`config.mk`:
```
export PLATFORM = sky130hd
export DESIGN_NAME = cap_filt_top
export DESIGN_NICKNAME = d
export VERILOG_FILES = /design/src/rtl/cap_filt_pkg.sv /design/src/rtl/cap_filt_sync.sv /design/src/rtl/cap_filt_rate.sv /design/src/rtl/cap_filt_vote.sv /design/src/rtl/cap_filt_edge.sv /design/src/rtl/cap_filt_top.sv
export SDC_FILE = /design/constraint.sdc
export NUM_CORES = 1
export LEC_CHECK = 0
export BUFFER_PORTS_ARGS = -buffer_cell sky130_fd_sc_hd__buf_2
export CAP_MARGIN = 15
export CORE_MARGIN = 5
export CORE_UTILIZATION = 25
export DETAILED_ROUTE_END_ITERATION = 6
export GPL_TIMING_DRIVEN = 0
export PLACE_DENSITY = 0.42
export SLEW_MARGIN = 15
export SYNTH_ARGS = -nofsm -noshare
export SYNTH_HDL_FRONTEND = slang
export SYNTH_HIERARCHICAL = 1
export SYNTH_SLANG_ARGS = --single-unit
```
`constraint.sdc`:
```
create_clock -name clk -period 1.5 [get_ports clk]
set_input_delay 0.3 -clock clk [delete_from_list [all_inputs] [get_ports clk]]
set_output_delay 0.3 -clock clk [all_outputs]
set_load 0.02 [all_outputs]
```
`src/rtl/cap_filt_pkg.sv`:
```
package cap_filt_pkg;
  typedef enum logic [1:0] {
    RATE_FULL = 2'b00,
    RATE_DIV8 = 2'b01,
    RATE_DIV32 = 2'b10,
    RATE_EXT = 2'b11
  } rate_e;

  // true when a counter whose low LOG2 bits are all ones has reached its wrap point
  function automatic logic wrap_hit(input logic [7:0] cnt, input int unsigned log2div);
    logic hit;
    hit = 1'b1;
    for (int i = 0; i < 8; i++) begin
      if (i < int'(log2div)) hit = hit & cnt[i];
    end
    return hit;
  endfunction

  // agreement of a sample window: 2'b10 = all ones, 2'b01 = all zeros, 2'b00 = mixed
  function automatic logic [1:0] window_vote(input logic [7:0] win, input int unsigned len);
    logic ones, zeros;
    ones = 1'b1;
    zeros = 1'b1;
    for (int i = 0; i < 8; i++) begin
      if (i < int'(len)) begin
        ones = ones & win[i];
        zeros = zeros & ~win[i];
      end
    end
    return {ones, zeros};
  endfunction
endpackage

```
`src/rtl/cap_filt_sync.sv`:
```
module cap_filt_sync #(
  parameter int STAGES = 2
) (
  input  logic clk,
  input  logic rst_n,
  input  logic d_i,
  output logic q_o
);
  logic [STAGES-1:0] chain_q;

  always_ff @(posedge clk or negedge rst_n) begin
    if (!rst_n) chain_q <= '0;
    else        chain_q <= {chain_q[STAGES-2:0], d_i};
  end

  assign q_o = chain_q[STAGES-1];
endmodule

```
`src/rtl/cap_filt_rate.sv`:
```
module cap_filt_rate
  import cap_filt_pkg::*;
#(
  parameter int SLOW_LOG2 = 3,
  parameter int SLOWER_LOG2 = 5
) (
  input  logic       clk,
  input  logic       rst_n,
  input  logic [1:0] rate_sel,
  input  logic       ext_tick,
  output logic       samp_en_o
);
  localparam int CW = SLOWER_LOG2;
  logic [CW-1:0] cnt_q;
  logic [7:0]    cnt_w;
  rate_e         code;

  always_ff @(posedge clk or negedge rst_n) begin
    if (!rst_n) cnt_q <= '0;
    else        cnt_q <= cnt_q + 1'b1;
  end

  assign cnt_w = 8'(cnt_q);
  assign code  = rate_e'(rate_sel);

  always_comb begin
    unique case (code)
      RATE_FULL:  samp_en_o = 1'b1;
      RATE_DIV8:  samp_en_o = wrap_hit(cnt_w, SLOW_LOG2);
      RATE_DIV32: samp_en_o = wrap_hit(cnt_w, SLOWER_LOG2);
      default:    samp_en_o = ext_tick;
    endcase
  end
endmodule

```
`src/rtl/cap_filt_vote.sv`:
```
module cap_filt_vote
  import cap_filt_pkg::*;
#(
  parameter int MATCH = 3
) (
  input  logic clk,
  input  logic rst_n,
  input  logic samp_en,
  input  logic d_i,
  output logic lvl_o
);
  localparam int HW = MATCH - 1;
  logic [HW-1:0]  hist_q;
  logic [MATCH-1:0] win;
  logic [1:0]     vote;

  assign win  = {hist_q, d_i};
  assign vote = window_vote(8'(win), MATCH);

  always_ff @(posedge clk or negedge rst_n) begin
    if (!rst_n) begin
      hist_q <= '0;
      lvl_o  <= 1'b0;
    end else if (samp_en) begin
      hist_q <= win[HW-1:0];
      if (vote[1])      lvl_o <= 1'b1;
      else if (vote[0]) lvl_o <= 1'b0;
    end
  end
endmodule

```
`src/rtl/cap_filt_edge.sv`:
```
module cap_filt_edge (
  input  logic clk,
  input  logic rst_n,
  input  logic d_i,
  output logic rise_o,
  output logic fall_o
);
  logic prev_q;

  always_ff @(posedge clk or negedge rst_n) begin
    if (!rst_n) prev_q <= 1'b0;
    else        prev_q <= d_i;
  end

  assign rise_o = d_i & ~prev_q;
  assign fall_o = ~d_i & prev_q;
endmodule

```
`src/rtl/cap_filt_top.sv`:
```
module cap_filt_top #(
  parameter int SYNC_STAGES = 2,
  parameter int MATCH = 3,
  parameter int SLOW_LOG2 = 3,
  parameter int SLOWER_LOG2 = 5
) (
  input  logic       clk,
  input  logic       rst_n,
  input  logic       pin_i,
  input  logic [1:0] rate_sel,
  input  logic       ext_tick,
  input  logic       filt_en,
  output logic       lvl_o,
  output logic       rise_o,
  output logic       fall_o
);
  logic pin_sync;
  logic samp_en;
  logic filt_lvl;

  cap_filt_sync #(.STAGES(SYNC_STAGES)) u_sync (
    .clk(clk), .rst_n(rst_n), .d_i(pin_i), .q_o(pin_sync)
  );

  cap_filt_rate #(.SLOW_LOG2(SLOW_LOG2), .SLOWER_LOG2(SLOWER_LOG2)) u_rate (
    .clk(clk), .rst_n(rst_n), .rate_sel(rate_sel), .ext_tick(ext_tick), .samp_en_o(samp_en)
  );

  cap_filt_vote #(.MATCH(MATCH)) u_vote (
    .clk(clk), .rst_n(rst_n), .samp_en(samp_en), .d_i(pin_sync), .lvl_o(filt_lvl)
  );

  assign lvl_o = filt_en ? filt_lvl : pin_sync;

  cap_filt_edge u_edge (
    .clk(clk), .rst_n(rst_n), .d_i(lvl_o), .rise_o(rise_o), .fall_o(fall_o)
  );
endmodule

```
### After elaboration in Yosys (flattened, before gate mapping)

Index checks and enable logic that the tools add are counted.
Widths: inputs -> output; s select.

* flip-flop bits (word level): 11
* bits of input ports: 7
* output and inout bits: 3
* logic and storage cells: 38

* add/sub/neg operators: 1
* eq/ne operators: 2
* multiplexer cells: 10
* bitwise logic cells: 17
* reductions and logical operators: 3

Operators by type and width (number)
* $and 1x1->1: 12
* $mux 1: 9
* $add 5x1->5 const B: 1
* $not 1->1: 5
* $pmux 1 s3: 1
* $eq 2x1->1 const B: 1
* $eq 2x2->1 const B: 1
* $logic_not 2->1: 1
* $reduce_and 2->1: 1
* $reduce_bool 2->1: 1

### Logic depth before layout (Yosys ltp)

* depth after elaboration: 11
* depth in mapped cells: 6
* gate-level depth less buffers: 6

### Hierarchy

The synthesis kept the hierarchy.

Modules (own cells, without submodules)
* cap_filt_rate: times used 1, cells an instance 16, area each 214.0 um^2, sequential area each 125.1 um^2
* cap_filt_vote: times used 1, cells an instance 9, area each 132.6 um^2, sequential area each 75.1 um^2
* cap_filt_sync: times used 1, cells an instance 2, area each 50.0 um^2, sequential area each 50.0 um^2
* cap_filt_edge: times used 1, cells an instance 3, area each 40.0 um^2, sequential area each 25.0 um^2
* cap_filt_top: times used 1, cells an instance 1, area each 15.0 um^2, sequential area each 0.0 um^2

### Least setup slack after synthesis

OpenSTA, ideal clock, no wires.

* path type: register to register
* from: reg u_rate.cnt_q[0]
* to: reg u_vote.hist_q[1]
* library setup time: 0.125 ns
* data arrival time: 1.341 ns
* required time: 1.375 ns
* slack: 0.035 ns
* stages on the path, launching flop included: 6
* path buffers: 0
* period minus slack after synthesis: 1.465 ns
* cell sequence: dfrtp_1 -> ha_1 -> ha_1 -> nor2b_1 -> o211ai_1 -> mux2_2

* cells in the longest elaborated chain, start to end: 9
* elaborated cells between the ends (all ways): 13
* classes of those cells: 7 x mux; 6 x bitwise

RTL lines
* start: declaration: line cap_filt_rate.sv:14 `logic [CW-1:0] cnt_q;`
* start signal: assignment: line cap_filt_rate.sv:20 `else cnt_q <= cnt_q + 1'b1;`
* $mux 1: line cap_filt_rate.sv:27 `unique case (code)`
* $and 1x1->1: line cap_filt_pkg.sv:14 `if (i < int'(log2div)) hit = hit & cnt[i];`
* $mux 1: line cap_filt_rate.sv:27
* $and 1x1->1: line cap_filt_pkg.sv:14
* $mux 1: line cap_filt_rate.sv:27
* $and 1x1->1: line cap_filt_pkg.sv:14
* $mux 1: line cap_filt_rate.sv:27
* $and 1x1->1: line cap_filt_pkg.sv:14
* $pmux 1 s3 (*): line cap_filt_rate.sv:27
* net samp_en: line cap_filt_top.sv:18 `logic samp_en;`
* end signal: assignment: line cap_filt_vote.sv:25 `hist_q <= win[HW-1:0];`
* end: declaration: line cap_filt_vote.sv:13 `logic [HW-1:0] hist_q;`

Mark *: on every way through the listed nets, which the timed path passes. The rest lies on a longest branch. The select of a mux whose other input is x is not followed.
A chain may end at the register's enable or synchronous reset.

### Worst setup path in the final report

* from: reg u_vote.lvl_o
* to: out fall_o

* cells in the longest elaborated chain, start to end: 3

RTL lines
* start: declaration: line cap_filt_vote.sv:10 `output logic lvl_o`
* start signal: assignment: line cap_filt_vote.sv:23 `lvl_o <= 1'b0;`
* start signal: assignment: line cap_filt_vote.sv:26 `if (vote[1]) lvl_o <= 1'b1;`
* start signal: assignment: line cap_filt_vote.sv:27 `else if (vote[0]) lvl_o <= 1'b0;`
* $mux 1: line cap_filt_top.sv:33 `assign lvl_o = filt_en ? filt_lvl : pin_sync;`
* $not 1->1: line cap_filt_edge.sv:16 `assign fall_o = ~d_i & prev_q;`
* $and 1x1->1: line cap_filt_edge.sv:16
* end: declaration: line cap_filt_top.sv:15 `output logic fall_o`

Every way passes these cells.

==> out/metrics.yaml <==
sta:
  finalHoldViolations: 0
  drv_slew: 0
  worst_slew_pin_slew_ns: 0.246
  rsz0062_at_grt: "yes"
  setup-violations-final: 4
  skew_ns: 0.00111
  fmaxAchievable_ghz: 0.641
  worst_slew_margin_rel_pct: 83.6
  finalCriticalPeriod_ns: 1.56
  layout_worst_path_cycle_share_pct: 104
  final_critical_path_setup_slack_ns: -0.0606
detailed_routing:
  dr.pass1.iters: 1
  detailroute.via_count: 307
  vias_per_cell: 4.04
  drt.antenna.violating_nets: 0
  route.detailed.drc: 0
  drtIter0Drc: 0
  postRouteWirelength_um: 862
  wl_per_cell_um: 11.3
global_route:
  number_of_global_route_vias_before_repair: 333
  antenna_violations_before_repair: 0
  maximum_number_of_pins_on_one_net_before_global_route_repair: 12
  grt_resource_usage_total_pct: 7.25
  grt.overflow.total: 0
  global_route_wire_length_before_repair_um: 1410
power:
  power.clock.fraction_pct: 29.3
  cellLeakagePower_nw: 0.305
  internal_power_summed_over_all_cells_mw: 0.487
  switchingPower_mw: 0.159
  power_mw: 0.645
  power_switching_share_pct: 24.6
  seq_power_share_pct: 52.6
  ir_drop_mv: 0.584
  power.density_nw_per_um2: 961
  power.share.combinational_pct: 18.1
clock_network:
  clkLatencyLatePin_ns: 0.26
  cts_tree: "done"
  cts.htree.levels: 1
  ctsLongestPathBuffers: 2
  cts_root_buf: "clkbuf_4"
  cts_inserted_buffers: 3
  clkSlewWorstSetupHoldPaths_ns: 0.06
  clkSinkCount: 11
layout:
  antennaDiodeCount: 0
  seqCellArea_um2: 275
  final_core_util_pct: 38.9
  layout.filler_cells: 178
  final_common_cell: "dfrtp_1"
  postLayoutCellArea_um2: 672
  syn_to_final_growth_pct: 48.8
  most-common-layout-cells: "dfrtp_1 (11), buf_2 (7), buf_4 (6), mux2_4 (3), clkbuf_4 (3)"
  multi_input_comb_area_um2: 223
  nets: 61
  drive_gt1_share_pct: 56.9
logic_synthesis:
  synth-seq-area-share_pct: 60.9
  syn_area_per_cell_um2: 14.6
  cell_area_after_synthesis_um2: 452
  synth.ff_latch_count: 11
  synth_cells: 31
  synth_cell_type_count: 17
  ys.warnings.count: 6
  syn_nets: 40
placed_design:
  hpwl_um: 559
  postPlaceCellArea_um2: 528
  dp_worst_setup_slack_ns: -0.133
  gp_congestion: 0.662
  port_buffers: 9
setup_path:
  timing.critical_path.from_type: "flip-flop"
  worstReg2RegStart: "u_rate/cnt_q[0]"
  setup.worst_path.class: "flip-flop to output port"
  worst_ep_required_time_ns: 1.20
  worstSetupStartpoint: "u_vote/lvl_o"
  critical_path.max_fanout: 3
  worstPathArrival_ns: 1.26
  cp_capture_type: "output port"
worst_hold_path:
  min-delay-start: "pin_i"
  class_of_the_tightest_hold_or_removal_check: "input pin to flip-flop"
die:
  initial_utilization_pct: 26.2
  pin_count: 10
  floorplan.die.height_um: 52.5
  dieWidth_um: 52.5
  rows: 15
  die_area_um2: 2760
  fp.coreArea_um2: 1730
run_status:
  outcome: "complete, but fails checks"
  failed_checks: "negative setup slack"
run:
  max_cap_violations: 0
==> power groups by stage <==
stage	clock network [mW]	logic (mW)	registers (mW)
final	0.189	0.117	0.339
after global routing	0.217	0.128	0.343
after floorplan	0	0.0522	0.335
after global placement	0	0.0776	0.337
after detailed placement	0	0.0809	0.338
after CTS	0.202	0.108	0.332
==> cell families after synthesis <==
family                   after synthesis  share of synthesized area [%]
XOR/XNOR                               2                           3.88
adder cells (fa/ha/maj)                2                           5.54
buffers and inverters                  1                          0.830
multiplexers                           3                           8.31
AND/OR/NAND/NOR                       10                           17.5
flip-flops                            11                           60.9
AO/OA/AOI/OAI                          2                           3.05
==> layout make-up <==
class | instances | area share (%)
Clock buffer | 4 | 3.91
Sequential cell | 11 | 41.0
Tap cell | 25 | 4.66
Inverter | 1 | 0.559
Multi-Input combinational cell | 19 | 33.1
Timing Repair Buffer | 16 | 16.8
==> registers in the layout, indices dropped and copies added (netlist names) <==
signal and flops:
u_rate/cnt_q 5, u_sync/chain_q 2, u_vote/hist_q 2, u_edge/prev_q 1, u_vote/lvl_o 1
==> worst max-delay path, cell delays in order (launching register included) <==
cell     delay (ns)
dfrtp_1        0.41
mux2_4         0.27
and2b_2        0.21
buf_6          0.11
==> final timing paths <==
kind                       depth (start not counted)  slack, ns           endpoint
max                                                3      -0.06             fall_o
min                                                1       0.14  u_sync/chain_q[0]
max reg2reg                                        6      -0.02   u_vote/hist_q[0]
min reg2reg                                        0       0.35  u_sync/chain_q[1]
max in group asynchronous                          2       0.86  u_sync/chain_q[1]
min in group asynchronous                          2       0.44       u_vote/lvl_o
==> synthesized netlist by cell type <==
cell      instances  area share [%]
nor2_1            1            0.83
nand3_2           1             2.2
mux2_2            1             2.5
inv_1             1            0.83
nand3_1           2             2.2
dfrtp_1          11              61
o211ai_1          1             1.7
nor3_2            1             2.2
ha_1              2             5.5
mux2_4            1             3.3
nor4b_2           1             3.3
xnor2_1           2             3.9
and2b_2           1             1.9
nor2b_1           2             2.8
a31oi_1           1             1.4
mux2_1            1             2.5
nand4b_1          1             1.9
==> metal layers <==
metal	routed length, um	track usage, %	vias up
met5	0	0	-
met4	0	2.55	0
met3	74	4.56	0
met2	431	11.6	11
met1	356	7.72	146
li1	-	-	150
==> per-stage QoR <==
| stage | hold slack (ns) | setup TNS (ns) | cells |
|---|---|---|---|
| 2_1_floorplan | 0.00441 | 0 | 31 |
| 6_report | 0.144 | -0.100 | 76 |
| 4_1_cts | 0.133 | -0.114 | 75 |
| 3_3_place_gp | 0.176 | -0.241 | 65 |
| 3_5_place_dp | 0.180 | -0.396 | 65 |
| 5_1_grt | 0.126 | -0.445 | 76 |
==> timing repair <==
item,CTS,global route
gates resized for setup,8,5
hold endpoints to repair,11,0
setup buffers,5,1
hold buffers,1,0
endpoints found under the setup margin,5,6
pin swaps,3,2
Note: power is estimated with default switching activity, not from simulation.
